<file path="src/rtl/pws_pkg.sv">
package pws_pkg;
  typedef enum logic {
    PH_COLLECT = 1'b0,
    PH_COMMIT  = 1'b1
  } pws_phase_e;
endpackage

</file>
<file path="src/rtl/pws_col_track.sv">
module pws_col_track #(
  parameter int ADDR_W     = 11,
  parameter int PAGE_BYTES = 16
) (
  input  logic                               clk,
  input  logic                               rst_n,
  input  logic                               load_i,
  input  logic [ADDR_W-1:0]                  base_i,
  input  logic                               store_i,
  input  logic                               clear_i,
  output logic [ADDR_W-$clog2(PAGE_BYTES)-1:0] page_o,
  output logic [$clog2(PAGE_BYTES)-1:0]      col_o,
  output logic [PAGE_BYTES-1:0]              mask_o
);
  localparam int COL_W  = $clog2(PAGE_BYTES);
  localparam int PAGE_W = ADDR_W - COL_W;

  logic [PAGE_W-1:0]     page_q, page_d;
  logic [COL_W-1:0]      col_q, col_d;
  logic [PAGE_BYTES-1:0] mask_q, mask_d;
  logic                  en;

  assign en = load_i | store_i | clear_i;

  always_comb begin
    page_d = page_q;
    col_d  = col_q;
    mask_d = mask_q;
    if (load_i) begin
      page_d = base_i[ADDR_W-1:COL_W];
      col_d  = base_i[COL_W-1:0];
      mask_d = '0;
    end else begin
      if (store_i) begin
        mask_d[col_q] = 1'b1;
        col_d         = col_q + 1'b1;
      end
      if (clear_i) mask_d = '0;
    end
  end

  always_ff @(posedge clk or negedge rst_n) begin
    if (!rst_n) begin
      page_q <= '0;
      col_q  <= '0;
      mask_q <= '0;
    end else if (en) begin
      page_q <= page_d;
      col_q  <= col_d;
      mask_q <= mask_d;
    end
  end

  assign page_o = page_q;
  assign col_o  = col_q;
  assign mask_o = mask_q;
endmodule

</file>
<file path="src/rtl/pws_page_buf.sv">
module pws_page_buf #(
  parameter int PAGE_BYTES = 16,
  parameter int DATA_W     = 8
) (
  input  logic                          clk,
  input  logic                          wr_en_i,
  input  logic [$clog2(PAGE_BYTES)-1:0] wr_col_i,
  input  logic [DATA_W-1:0]             wr_data_i,
  input  logic [$clog2(PAGE_BYTES)-1:0] rd_col_i,
  output logic [DATA_W-1:0]             rd_data_o
);
  localparam int COL_W = $clog2(PAGE_BYTES);

  logic [PAGE_BYTES*DATA_W-1:0] flat;

  for (genvar g = 0; g < PAGE_BYTES; g++) begin : g_ent
    logic [DATA_W-1:0] q;
    logic              en;
    assign en = wr_en_i && (wr_col_i == COL_W'(g));
    always_ff @(posedge clk) begin
      if (en) q <= wr_data_i;
    end
    assign flat[g*DATA_W +: DATA_W] = q;
  end

  assign rd_data_o = flat[int'(rd_col_i)*DATA_W +: DATA_W];
endmodule

</file>
<file path="src/rtl/pws_cycle_timer.sv">
module pws_cycle_timer
  import pws_pkg::*;
#(
  parameter int CYCLES     = 40,
  parameter int PAGE_BYTES = 16
) (
  input  logic                          clk,
  input  logic                          rst_n,
  input  logic                          go_i,
  output logic                          busy_o,
  output logic                          scan_vld_o,
  output logic [$clog2(PAGE_BYTES)-1:0] scan_col_o,
  output logic                          done_o
);
  localparam int COL_W = $clog2(PAGE_BYTES);
  localparam int CNT_W = $clog2(CYCLES + 1);

  pws_phase_e        phase_q, phase_d;
  logic [CNT_W-1:0]  cnt_q, cnt_d;
  logic              last;
  logic              en;

  assign last = (phase_q == PH_COMMIT) && (cnt_q == CNT_W'(CYCLES - 1));
  assign en   = go_i | (phase_q == PH_COMMIT);

  always_comb begin
    phase_d = phase_q;
    cnt_d   = cnt_q;
    case (phase_q)
      PH_COLLECT: begin
        if (go_i) begin
          phase_d = PH_COMMIT;
          cnt_d   = '0;
        end
      end
      PH_COMMIT: begin
        if (last) begin
          phase_d = PH_COLLECT;
          cnt_d   = '0;
        end else begin
          cnt_d = cnt_q + 1'b1;
        end
      end
      default: begin
        phase_d = PH_COLLECT;
        cnt_d   = '0;
      end
    endcase
  end

  always_ff @(posedge clk or negedge rst_n) begin
    if (!rst_n) begin
      phase_q <= PH_COLLECT;
      cnt_q   <= '0;
    end else if (en) begin
      phase_q <= phase_d;
      cnt_q   <= cnt_d;
    end
  end

  assign busy_o     = (phase_q == PH_COMMIT);
  assign scan_vld_o = busy_o && (cnt_q < CNT_W'(PAGE_BYTES));
  assign scan_col_o = cnt_q[COL_W-1:0];
  assign done_o     = last;
endmodule

</file>
<file path="src/rtl/page_write_seq.sv">
module page_write_seq #(
  parameter int ADDR_W     = 11,
  parameter int DATA_W     = 8,
  parameter int PAGE_BYTES = 16,
  parameter int WR_CYCLES  = 40
) (
  input  logic              clk,
  input  logic              rst_n,
  input  logic              start_i,
  input  logic [ADDR_W-1:0] base_addr_i,
  input  logic              byte_vld_i,
  input  logic [DATA_W-1:0] byte_i,
  input  logic              stop_i,
  output logic              busy_o,
  output logic              mem_we_o,
  output logic [ADDR_W-1:0] mem_addr_o,
  output logic [DATA_W-1:0] mem_data_o
);
  localparam int COL_W  = $clog2(PAGE_BYTES);
  localparam int PAGE_W = ADDR_W - COL_W;

  // reset: asserted asynchronously, released on a clock edge
  logic [1:0] rst_sync_q;
  logic       rst_core_n;

  always_ff @(posedge clk or negedge rst_n) begin
    if (!rst_n) rst_sync_q <= '0;
    else        rst_sync_q <= {rst_sync_q[0], 1'b1};
  end
  assign rst_core_n = rst_sync_q[1];

  logic                  busy;
  logic                  accept;
  logic                  load_g, store_g, stop_g, go;
  logic                  scan_vld, done;
  logic [COL_W-1:0]      scan_col, col;
  logic [PAGE_W-1:0]     page;
  logic [PAGE_BYTES-1:0] mask;
  logic [DATA_W-1:0]     rd_data;

  // strobes are accepted only outside the write cycle; start > stop > byte
  assign accept  = ~busy;
  assign load_g  = accept & start_i;
  assign stop_g  = accept & stop_i & ~start_i;
  assign store_g = accept & byte_vld_i & ~start_i & ~stop_i;
  assign go      = stop_g & (|mask);

  pws_col_track #(
    .ADDR_W     (ADDR_W),
    .PAGE_BYTES (PAGE_BYTES)
  ) u_track (
    .clk     (clk),
    .rst_n   (rst_core_n),
    .load_i  (load_g),
    .base_i  (base_addr_i),
    .store_i (store_g),
    .clear_i (done),
    .page_o  (page),
    .col_o   (col),
    .mask_o  (mask)
  );

  pws_page_buf #(
    .PAGE_BYTES (PAGE_BYTES),
    .DATA_W     (DATA_W)
  ) u_buf (
    .clk       (clk),
    .wr_en_i   (store_g),
    .wr_col_i  (col),
    .wr_data_i (byte_i),
    .rd_col_i  (scan_col),
    .rd_data_o (rd_data)
  );

  pws_cycle_timer #(
    .CYCLES     (WR_CYCLES),
    .PAGE_BYTES (PAGE_BYTES)
  ) u_timer (
    .clk        (clk),
    .rst_n      (rst_core_n),
    .go_i       (go),
    .busy_o     (busy),
    .scan_vld_o (scan_vld),
    .scan_col_o (scan_col),
    .done_o     (done)
  );

  assign busy_o     = busy;
  assign mem_we_o   = scan_vld & mask[scan_col];
  assign mem_addr_o = {page, scan_col};
  assign mem_data_o = rd_data;
endmodule

</file>
<file path="config.mk">
export PLATFORM = sky130hd
export DESIGN_NAME = page_write_seq
export DESIGN_NICKNAME = d
export VERILOG_FILES = /design/src/rtl/pws_pkg.sv /design/src/rtl/pws_col_track.sv /design/src/rtl/pws_page_buf.sv /design/src/rtl/pws_cycle_timer.sv /design/src/rtl/page_write_seq.sv
export SDC_FILE = /design/constraint.sdc
export NUM_CORES = 1
export LEC_CHECK = 0
export BUFFER_PORTS_ARGS = -buffer_cell sky130_fd_sc_hd__buf_2
export CAP_MARGIN = 20
export CORE_AREA = 2 2 168 170
export CTS_BUF_LIST = sky130_fd_sc_hd__clkbuf_8 sky130_fd_sc_hd__clkbuf_16
export CTS_CLUSTER_SIZE = 14
export DETAILED_ROUTE_END_ITERATION = 7
export DIE_AREA = 0 0 170 172
export GPL_ROUTABILITY_DRIVEN = 1
export GPL_TIMING_DRIVEN = 0
export SKIP_LAST_GASP = 1
export SLEW_MARGIN = 20
export SYNTH_ARGS = -nofsm -noshare
export SYNTH_HDL_FRONTEND = slang
export SYNTH_SLANG_ARGS = --single-unit
</file>
<file path="constraint.sdc">
create_clock -name clk -period 1.49 [get_ports clk]
set_input_delay 0 -clock clk [delete_from_list [all_inputs] [get_ports clk]]
set_output_delay 0 -clock clk [all_outputs]
set_load 0.03 [all_outputs]
</file>
# Word-level counts from Yosys, hierarchy flattened
# Cells that the tools add are included.
# op_classes
bitwise,15
muxes,15
n_eq_ne,17
magnitude_cmp,4
n_addsub,2
reduce_logical,27
n_shift,1
# op_table
cell,n
$shiftx 128x8->8,1
$mux 16,3
$eq 4x4->1 const B,8
$logic_and 1x1->1,19
$eq 4x3->1 const B,4
$or 16x16->16,1
$reduce_or 16->1,1
$mux 6,2
$pmux 6 s2,1
$lt 4x5->1 const B,2
$and 1x1->1,8
$eq 4x2->1 const B,2
$mux 4,2
$reduce_and 2->1,4
$add 6x1->6 const B,1
$eq 6x6->1 const B,1
$lt 6x5->1 const B,1
$add 4x1->4 const B,1
$bmux 1 s4,1
$demux 1 s4,1
$eq 4x1->1 const B,1
$ge 4x1->1 const B,1
$logic_not 4->1,1
$mux 1,4
other kinds (6),10
# totals
out_inout_bits,21
reg_bits,164

# Depth between registers and ports, before layout
# Gate-level depths: netlist of run 1.
# logic_depth
word_depth,8
mapped_depth,6
depth_no_buf,5

# By module
# A second synthesis of run 1 with hierarchy kept.
# unflattened
hier_cells,394
hier_area_um2,6824.0
# modules_own_cells
module,area_per_inst_um2,instances,cells_each,seq_area_each_um2
pws_page_buf,4987.3,1,221,3843.7
pws_col_track,1166.1,1,100,675.6
pws_cycle_timer,400.4,1,44,175.2
page_write_seq,270.3,1,29,50.0

# Least setup slack after synthesis of run 1
# No wires, ideal clock.
# synth_timing
path_kind,register to register
from,"reg u_timer.phase_q, in the netlist u_timer.busy_o"
to,reg u_buf.g_ent[0].q[0] (enable)
path_stages_with_launch,6
setup_ps,383
path_slack_ps,-851
t_arrival_ps,1957
path_cell_list,dfrtp_1 buf_2 nor4b_4 buf_2 nand2_1 nor3_1
# synth_between
elab_chain_cells,5
# synth_rtl
element,line_no,text
start: declaration,pws_cycle_timer.sv:18,"pws_phase_e phase_q, phase_d;"
start signal: assignment,pws_cycle_timer.sv:56,phase_q <= phase_d;
$not 1->1,n/a,
$and 1x1->1 (3 in a row),page_write_seq.sv:45,assign store_g = accept & byte_vld_i & ~start_i & ~stop_i;
$logic_and 1x1->1,pws_page_buf.sv:19,assign en = wr_en_i && (wr_col_i == COL_W'(g));
named net u_buf.g_ent[0].en,pws_page_buf.sv:18,logic en;
end signal: assignment,pws_page_buf.sv:21,if (en) q <= wr_data_i;
end: declaration,pws_page_buf.sv:17,logic [DATA_W-1:0] q;
# The timed path passes the listed nets, and every way through them passes these cells.
# A chain may end at the register's enable or synchronous reset.

# Final worst setup path of run 1
# layout_timing
from,reg u_timer.cnt_q[0]
to,out mem_we_o
# layout_between
elab_chain_cells,3
# layout_rtl
element,line_no,text
start: declaration,pws_cycle_timer.sv:19,"logic [CNT_W-1:0] cnt_q, cnt_d;"
start signal: assignment,pws_cycle_timer.sv:57,cnt_q <= cnt_d;
$lt 6x5->1 / $bmux 1 s4 (equally long branches),"pws_cycle_timer.sv:62, page_write_seq.sv:89",
$logic_and 1x1->1 / $mux 1 (equally long branches),"pws_cycle_timer.sv:62, page_write_seq.sv:89",
$and 1x1->1 (*),page_write_seq.sv:89,assign mem_we_o = scan_vld & mask[scan_col];
end: declaration,page_write_seq.sv:15,"output logic mem_we_o,"
# Every way passes the cells marked *; elsewhere a longest branch is shown, timed or not. The select of a mux whose other input is x is not followed.

==> flow_summary_export.csv, run 1 <==
group,metric,value,unit
setup_path,cp_cell_sequence,"buf_8 > mux2i_2 > a221oi_4 > o21ai_2 > a2111oi_4 > buf_4",
finish,seqCellArea,4750,um^2
die,core_area,27500,um^2
grt,grt_usage,12.0,%
setup_path,end_kind,"primary output",
grt,grt_pass1_vias,4358,
yosys,synth-edff-count,128,
sta,setup_viol,164,
pwr,p_comb_share,42.8,%
setup_path,critical_path_class,"reg -> out",
die,start_util,24.5,%
finish,drive_above_1_share,48.1,%
pwr,p_int,10.7,mW
grt,antenna_found_initial,0,
pwr,power.total,16.8,mW
detailed_routing,num_vias,4101,
setup_path,crit_arrival,2.18,ns
run,max-cap-violations,0,
detailed_routing,drt_iter0_markers,322,
finish,multiInputGateArea,2480,um^2
yosys,yosys_register_bits,164,
placement,place.port_buffers,44,
detailed_routing,antenna_left,0,
die,die_w,170,um
placement,dp.cells,792,
setup_path,critical_path.max_stage_delay,0.42,ns
sta,period_needed,2.18,ns
clocking,clockBufferDepth,2,
grt,grt_pass1_wl,25800,um
clocking,worst_skew_pair.late_latency,0.42,ns
sta,maxSlewHeadroom,46.7,%
setup_path,path_delay_family,"compound AO/OA/AOI/OAI gates",
sta,tns,-33.14,ns
yosys,synth_nets,431,
run_status,status,"finished with violations",
detailed_routing,viasPerCell,4.60,
pwr,swShare,36.4,%
pwr,leakage,3.45,nW
sta,worst_slack,-0.686,ns
detailed_routing,drt-total-wl,16700,um
clocking,cts_sinks,164,
detailed_routing,drc,0,
yosys,synth.largest_area_cell,"edfxtp_1",
sta,hold_violations,0,
yosys,synth-main-ff-cell,"edfxtp_1",
pwr,p_clk_share,24.2,%
die,io_pins,45,
sta,fmax,0.460,GHz
finish,fin_nets,562,
pwr,p_seq_share,33.0,%
clocking,cts-buffers-inserted,17,
sta,hold_slack,0.0419,ns
yosys,netlist.area_leader.share,57.1,%
placement,post-dp-hpwl,10500,um
finish,antenna_cells,0,
yosys,synthTopCellsByCount,"128 x edfxtp_1, 36 x dfrtp_1, 36 x mux2i_1",
sta,rsz0062_at_grt,"yes",
clocking,cts-root-buf,"clkbuf_16",
yosys,seq_area_frac_synth,70.5,%
setup_path,cp_max_fo,10,
sta,period_share,146,%
pwr,peakVddDrop,0.000837,V
die,die_area,29200,um^2
setup_path,path_buf_inv,2,
clocking,cts_tree,"built",
min_path,hold_class,"in -> reg",
pwr,powerDensity,1760,nW/um^2
die,row_count,61,
yosys,async_reset_ff_share,22.0,%
yosys,synth.most_common_cell,"edfxtp_1",
placement,globalplace.congestion,0.800,
setup_path,crit_path_top_delay_cell,"dfrtp_2",
yosys,netlist-cell-type-count,43,
finish,stdcell_count,891,
pwr,net-switching-power,6.12,mW
grt,grt_max_degree,35,
run_status,failed_checks,"setup timing",
finish,areaGrowthSynthToFinish,42.1,%
sta,maxSlewViolCount,0,
setup_path,cp-start-kind,"flip-flop",
detailed_routing,drt-wirelength-per-cell,18.8,um
clocking,htree_num_levels,4,
clocking,path_clk_slew,0.06,ns
finish,nFillCells,2555,
yosys,synthTopCellsByArea,"edfxtp_1 57%, dfrtp_1 13%, mux4_2 6.0%",
yosys,yosysWarningCount,0,
finish,fin_util,34.8,%
yosys,avgSynthCellArea,16.7,um^2
detailed_routing,dr.pass1.iters,5,
die,die_h,172,um
grt,grt_remaining_overflow,0,
yosys,netlist_area,6730,um^2
sta,worstMarginPinSlew,0.800,ns
setup_path,crit_required,1.49,ns
sta,skew,0.00811,ns
yosys,synthCells,402,
==> per-stage QoR <==
step	worst slack [ns]	area [um^2]
after floorplan	-0.369	7100
after global placement	-0.652	7750
after detailed placement	-0.668	7750
after CTS	-0.709	9430
after global routing	-0.786	9560
final	-0.686	9560
==> what timing repair did <==
item	4_1_cts	5_1_grt
resized for setup	83	28
pin swaps	25	29
gates cloned	2	1
endpoints found under the setup margin	170	165
hold buffers	22	0
hold endpoints to repair	142	0
buffers inserted	37	12
==> routing by layer <==
metal	routed length, um	vias to the layer above	share of wire (%)	global-route usage, %
met3	505	28	3.0	2.06
met2	8940	85	54	21.8
met5	0	-	0	0
li1	-	1868	-	-
met1	6890	2120	41	14.1
met4	372	0	2.2	5.02
==> worst register-to-register path, cell delays in order (launching register included) <==
cell and delay, ns:
dfrtp_2 0.43, nor4b_4 0.30, buf_6 0.17, buf_12 0.12, nand2_8 0.06, buf_6 0.14, nor2_4 0.12, buf_12 0.15
==> power groups by stage <==
stage | logic (mW) | registers [mW] | clock network (mW)
2_1_floorplan | 4.14 | 5.75 | 0
3_3_place_gp | 5.70 | 5.61 | 0
3_5_place_dp | 5.76 | 5.63 | 0
4_1_cts | 6.90 | 5.53 | 4.13
5_1_grt | 7.65 | 5.60 | 4.33
6_report | 7.19 | 5.56 | 4.07
==> cell families (layout without fill, tap and decap cells) <==
| family | Yosys count | in the layout | share of synthesized area, % |
|---|---|---|---|
| flip-flops | 164 | 164 | 70.5 |
| AO/OA/AOI/OAI | 65 | 65 | 7.42 |
| buffers and inverters | 30 | 172 | 2.40 |
| adder cells (fa/ha/maj) | 5 | 5 | 0.930 |
| multiplexers | 64 | 64 | 13.1 |
| XOR/XNOR | 4 | 4 | 0.521 |
| AND/OR/NAND/NOR | 69 | 70 | 5.08 |
| other | 1 | 1 | 0.0558 |
==> final cells by class <==
| type | instances | share of cell area, % |
|---|---|---|
| buffer | 23 | 2.59 |
| sequential | 164 | 49.7 |
| timing repair buffer | 112 | 11.1 |
| clock inverter | 14 | 1.35 |
| tap | 346 | 4.53 |
| multi-input combinational | 209 | 26.0 |
| clock buffer | 17 | 4.45 |
| inverter | 6 | 0.288 |
==> path summary, 6_finish.rpt <==
path / to / start / slack [ns] / cells after the start
worst max register to register: u_buf.g_ent[13].q[4]$_DFFE_PP_ / u_timer.busy_o$_DFFE_PN0P_ / -0.29 / 7
max in group asynchronous: u_timer.cnt_q[2]$_DFFE_PN0P_ / rst_sync_q[1]$_DFF_PN0_ / 0.57 / 0
worst max-delay path: mem_we_o / u_timer.cnt_q[0]$_DFFE_PN0P_ / -0.69 / 6
worst min register to register: u_track.page_o[5]$_DFFE_PN0P_ / rst_sync_q[1]$_DFF_PN0_ / 0.36 / 0
min in group asynchronous: u_track.page_o[5]$_DFFE_PN0P_ / rst_sync_q[1]$_DFF_PN0_ / 0.36 / 0
worst min-delay path: u_timer.cnt_q[3]$_DFFE_PN0P_ / stop_i / 0.04 / 3
==> cells in the final DEF, fill, tap and decap left out, drive strengths merged, types with 11 or more instances in the layout <==
cell type    count
nand2           16
mux4            18
dfrtp           36
buf            108
dlygate4sd3     22
nor2            26
a221oi          18
clkbuf          22
edfxtp         128
mux2i           36
o21ai           11
==> registers in the layout (all words and copies together), names as in the netlist <==
name,count
u_buf.g_ent.q,128
u_timer.busy_o,1
u_timer.cnt_q,6
u_track.mask_o,16
u_track.page_o,7
rst_sync_q,2
u_track.col_o,4
Note: power is estimated with default switching activity, not from simulation.
==> run 2, diff against run 1 <==
Settings changed: PLACE_DENSITY from default to 0.37.
==> run 2 against run 1 <==
Critical endpoint unchanged. Non-clock buffer count shrank 6. Cell area grew 0.31%. Worst setup slack lost 0.020 ns. The run still ends with setup timing left. First-iteration DRC count shrank 43%. Sequential share of layout area shrank 0.16 points. Clock-buffer cell count is the same.
==> flow_summary_export.csv, run 2 (synthesis results as in run 1) <==
group,metric,value,unit
setup_path,cp_max_fo,11,
pwr,peakVddDrop,0.000754,V
finish,antenna_cells,0,
finish,final_common_cell,"edfxtp_1",
sta,maxSlewViolCount,0,
clocking,cts_tree,"built",
grt,antenna_found_initial,0,
grt,grt_usage,13.1,%
detailed_routing,dr.pass1.iters,6,
finish,final_cell_area,9590,um^2
detailed_routing,num_vias,4027,
detailed_routing,drt_iter0_markers,185,
placement,dp.cells,793,
clocking,clockBufferDepth,2,
sta,fmax,0.455,GHz
setup_path,r2r-end,"u_buf.g_ent[2].q[2]$_DFFE_PP_",
min_path,hold_class,"in -> reg",
grt,grt_pass1_wl,27400,um
min_path,worstHoldEndpoint,"u_buf.g_ent[3].q[3]$_DFFE_PP_",
placement,place.port_buffers,44,
setup_path,r2r_start,"u_timer.busy_o$_DFFE_PN0P_",
run_status,status,"finished with violations",
pwr,leakage,3.46,nW
die,core_area,27500,um^2
setup_path,crit_arrival,2.20,ns
clocking,worst_skew_pair.late_latency,0.42,ns
setup_path,cp-start-kind,"flip-flop",
sta,worst_slack,-0.706,ns
finish,areaGrowthSynthToFinish,42.5,%
sta,skew,0.00911,ns
finish,fin_util,34.9,%
run_status,failed_checks,"setup timing",
sta,period_share,147,%
setup_path,crit_required,1.49,ns
die,die_area,29200,um^2
detailed_routing,drt-wirelength-per-cell,20.4,um
placement,post-dp-hpwl,11600,um
pwr,p_seq_share,32.1,%
sta,rsz0062_at_grt,"yes",
grt,grt_max_degree,25,
pwr,p_clk_share,25.0,%
detailed_routing,viasPerCell,4.55,
sta,period_needed,2.20,ns
clocking,path_clk_slew,0.07,ns
setup_path,critical_path_class,"reg -> out",
setup_path,end_kind,"primary output",
placement,postPlaceCellArea,7770,um^2
pwr,p_int,11.0,mW
clocking,htree_num_levels,4,
run,max-cap-violations,0,
placement,globalplace.congestion,0.688,
pwr,swShare,36.5,%
sta,setup_viol,162,
setup_path,r2r_setup_slack,-0.26,ns
pwr,power.total,17.3,mW
die,die_h,172,um
sta,hold_slack,0.00781,ns
die,die_w,170,um
pwr,powerDensity,1800,nW/um^2
finish,layout_common_cells,"128 x edfxtp_1, 37 x buf_2, 35 x mux2i_1, 30 x dfrtp_1, 24 x buf_4",
finish,fin_nets,556,
die,row_count,61,
grt,grt_pass1_vias,4242,
sta,hold_violations,0,
clocking,cts-root-buf,"clkbuf_16",
finish,drive_above_1_share,46.7,%
clocking,cts_sinks,164,
die,io_pins,45,
detailed_routing,drt-total-wl,18100,um
die,start_util,24.5,%
setup_path,r2r_cells,6,
pwr,p_comb_share,42.9,%
clocking,cts-buffers-inserted,17,
detailed_routing,antenna_left,0,
min_path,hp-start,"byte_i[3]",
finish,stdcell_count,886,
detailed_routing,drc,0,
finish,largest_reg_flops,128,
pwr,net-switching-power,6.29,mW
grt,grt_remaining_overflow,0,
finish,regMostFlops,"u_buf.g_ent.q",
min_path,hold_path_depth,1,
## run 2: cell count changes in the layout (fill, tap and decap cells not counted), moves of 3 or more
cell,previous run,this run
buf_12,17,23
buf_4,32,24
buf_6,18,14
buf_8,6,2
clkbuf_8,1,4
mux2i_1,29,35
mux2i_2,7,1
## run 2: per-stage QoR
| stage | setup WS, ns | TNS [ns] |
|---|---|---|
| 2_1_floorplan | -0.369 | -36.20 |
| 3_3_place_gp | -0.814 | -92.41 |
| 3_5_place_dp | -0.835 | -93.21 |
| 4_1_cts | -0.724 | -40.32 |
| 5_1_grt | -0.792 | -43.39 |
| 6_report | -0.706 | -32.25 |
## run 2: how the worst max path moves through the flow
stage | start | end | slack, ns | cells after the start
after global routing | u_timer.cnt_q[0]$_DFFE_PN0P_ | mem_we_o | -0.79 | 6
after detailed placement | u_timer.busy_o$_DFFE_PN0P_ | u_buf.g_ent[3].q[1]$_DFFE_PP_ | -0.83 | 4
final | u_timer.cnt_q[0]$_DFFE_PN0P_ | mem_we_o | -0.71 | 6
after floorplan | u_timer.busy_o$_DFFE_PN0P_ | u_buf.g_ent[0].q[0]$_DFFE_PP_ | -0.37 | 5
after global placement | u_timer.busy_o$_DFFE_PN0P_ | u_buf.g_ent[3].q[1]$_DFFE_PP_ | -0.81 | 4
after CTS | u_timer.cnt_q[0]$_DFFE_PN0P_ | mem_data_o[6] | -0.72 | 6
## run 2: area by class of cell
type                            instances  area (um^2)
Tap cell                              346          433
Clock buffer                           17          425
Buffer                                 23          265
Multi-Input combinational cell        209         2460
Fill cell                            2626        17900
Sequential cell                       164         4750
Timing Repair Buffer                  106         1060
Clock inverter                         15          158
Inverter                                6         27.5
## run 2: power groups by stage
| stage | sequential (mW) | combinational [mW] | clock [mW] |
|---|---|---|---|
| floorplan | 5.75 | 4.14 | 0 |
| global placement | 5.63 | 5.96 | 0 |
| detailed placement | 5.64 | 5.98 | 0 |
| CTS | 5.53 | 7.28 | 4.44 |
| global route | 5.59 | 7.93 | 4.64 |
| finish | 5.54 | 7.40 | 4.32 |
## run 2: repair_timing
action / 4_1_cts / 5_1_grt
endpoints found under the hold margin: 110 / 0
gates cloned: 2 / 1
setup endpoints to repair: 171 / 168
setup buffers: 31 / 9
pin swaps: 32 / 24
hold buffers: 20 / 0
resized for setup: 81 / 16
## run 2: routing by layer
layer / vias up / track usage [%] / routed length [um]
li1: 1853 / - / -
met1: 2115 / 17.9 / 8440
met2: 52 / 21.5 / 8980
met3: 7 / 2.36 / 505
met4: 0 / 3.57 / 144
met5: - / 0 / 0
## run 2: worst max-delay path, stage by stage, from the launching register on
cell	delay (ns)
dfrtp_2	0.43
buf_12	0.17
mux2i_2	0.17
a221oi_4	0.33
o21ai_2	0.12
a2111oi_4	0.34
buf_4	0.21
==> run 3, diff against run 2 <==
Settings changed: CORE_AREA 2 2 168 170 to 2 2 115 117, DIE_AREA 0 0 170 172 to 0 0 117 119, HOLD_SLACK_MARGIN from default to 0.06, PLACE_DENSITY 0.37 to 0.71.
==> run 3 against run 2 <==
The flow still finishes with violations (setup timing). Clock-buffer cell count stayed put. Final cell count is 18% lower. Worst setup slack worse by 0.020 ns. Total power is 1.2% lower. Largest cell class unchanged. Largest power group unchanged. Highest routed layer unchanged.
==> flow_summary_export.csv, run 3 (synthesis results as in run 1) <==
group,metric,value,unit
run_status,status,"finished with violations",
run_status,failed_checks,"setup timing",
run,max-cap-violations,0,
detailed_routing,antenna_left,0,
grt,grt_remaining_overflow,0,
die,core_area,12900,um^2
finish,regMostFlops,"u_buf.g_ent.q",
finish,final_common_cell,"edfxtp_1",
sta,rsz0062_at_grt,"yes",
clocking,htree_num_levels,4,
finish,fin_nets,564,
finish,areaGrowthSynthToFinish,40.4,%
sta,hold_slack,0.165,ns
clocking,cts_tree,"built",
finish,layout_common_cells,"128 x edfxtp_1, 35 x buf_2, 30 x dfrtp_1, 29 x buf_4, 25 x mux2i_1",
finish,drive_above_1_share,47.0,%
setup_path,cp_max_fo,10,
clocking,worst_skew_pair.late_latency,0.43,ns
detailed_routing,drt_iter0_markers,380,
die,die_h,119,um
setup_path,crit_required,1.49,ns
placement,globalplace.congestion,0.806,
detailed_routing,drc,0,
min_path,hold_path_depth,5,
placement,place.port_buffers,44,
setup_path,r2r-end,"u_buf.g_ent[15].q[0]$_DFFE_PP_",
pwr,powerDensity,1800,nW/um^2
setup_path,r2r_setup_slack,-0.35,ns
detailed_routing,drt-total-wl,17100,um
setup_path,critical_path_class,"reg -> out",
die,die_area,13900,um^2
clocking,clockBufferDepth,2,
sta,maxSlewHeadroom,48.4,%
grt,grt_pass1_wl,25300,um
die,start_util,52.2,%
sta,fmax,0.451,GHz
sta,hold_violations,0,
detailed_routing,dr.pass1.iters,5,
grt,antenna_found_initial,0,
grt,grt_max_degree,35,
pwr,peakVddDrop,0.00120,V
placement,post-dp-hpwl,9160,um
die,io_pins,45,
setup_path,cp-start-kind,"flip-flop",
setup_path,end_kind,"primary output",
clocking,path_clk_slew,0.06,ns
placement,dp.cells,622,
setup_path,crit_arrival,2.22,ns
sta,skew,0.00556,ns
detailed_routing,drt-wirelength-per-cell,23.7,um
min_path,hold_class,"in -> reg",
finish,antenna_cells,0,
finish,largest_reg_flops,128,
pwr,leakage,3.47,nW
finish,stdcell_count,723,
clocking,cts-root-buf,"clkbuf_16",
clocking,cts-buffers-inserted,17,
detailed_routing,viasPerCell,5.90,
setup_path,r2r_cells,7,
clocking,cts_sinks,164,
sta,period_share,149,%
die,row_count,42,
sta,setup_viol,163,
placement,postPlaceCellArea,7540,um^2
setup_path,critPathCapture,"mem_we_o",
sta,worstMarginPinSlew,0.775,ns
sta,maxSlewViolCount,0,
finish,final_cell_area,9450,um^2
grt,grt_usage,25.6,%
die,die_w,117,um
setup_path,startpoint,"u_timer.cnt_q[0]$_DFFE_PN0P_",
sta,worst_slack,-0.726,ns
setup_path,r2r_start,"u_timer.busy_o$_DFFE_PN0P_",
grt,grt_pass1_vias,4369,
finish,fin_util,73.4,%
sta,period_needed,2.22,ns
detailed_routing,num_vias,4267,
## run 3: how the worst min path moves through the flow
stage	start	endpoint	slack (ns)
after global placement	rst_n	rst_sync_q[0]$_DFF_PN0_	-0.22
after detailed placement	rst_n	rst_sync_q[0]$_DFF_PN0_	-0.21
final	start_i	u_track.col_o[0]$_DFFE_PN0P_	0.16
after floorplan	rst_n	rst_sync_q[0]$_DFF_PN0_	-0.30
after global routing	start_i	u_track.col_o[0]$_DFFE_PN0P_	0.20
after CTS	start_i	u_track.col_o[3]$_DFFE_PN0P_	0.09
## run 3: per-layer routing
layer / vias up / track usage [%] / wire, um / share of wire (%)
met5: - / 0 / 0 / 0
met4: 0 / 10.9 / 447 / 2.6
met3: 39 / 5.29 / 866 / 5.1
met2: 161 / 40.6 / 8730 / 51
met1: 2199 / 34.7 / 7090 / 41
li1: 1868 / - / - / -
## run 3: layout make-up
class,instances,area [um^2]
flip-flops and latches,164,4750
well taps,176,220
clock buffers,17,425
plain buffers,23,262
repair buffers,114,1160
multi-input cells,209,2480
inverters,6,27.5
fillers,715,3430
clock inverters,14,123
## run 3: repair_timing
item                                    4_1_cts  5_1_grt
setup buffers                                35       12
endpoints found under the setup margin      170      165
hold buffers                                 23        0
endpoints found under the hold margin       150        0
gates resized for setup                      84       29
pin swaps                                    28       27
cloned                                        4        1
## run 3: per-stage QoR
step	setup WS, ns	power (mW)	TNS (ns)
2_1_floorplan	-0.369	9.89	-36.20
4_1_cts	-0.696	16.5	-36.97
5_1_grt	-0.819	17.6	-47.86
6_report	-0.726	17.0	-38.70
3_5_place_dp	-0.711	11.3	-76.22
3_3_place_gp	-0.657	11.2	-71.00
## run 3: power breakdown
| part | internal, mW | total (mW) | switching, mW |
|---|---|---|---|
| combinational | 3.23 | 7.35 | 4.13 |
| sequential | 5.25 | 5.58 | 0.328 |
| clock | 2.41 | 4.11 | 1.70 |
## run 3: worst max-delay path, stage by stage, from the launching register on
cell and delay, ns:
dfrtp_2 0.43, buf_12 0.16, mux2i_2 0.17, a221oi_4 0.32
o21ai_2 0.13, a2111oi_4 0.35, buf_4 0.21
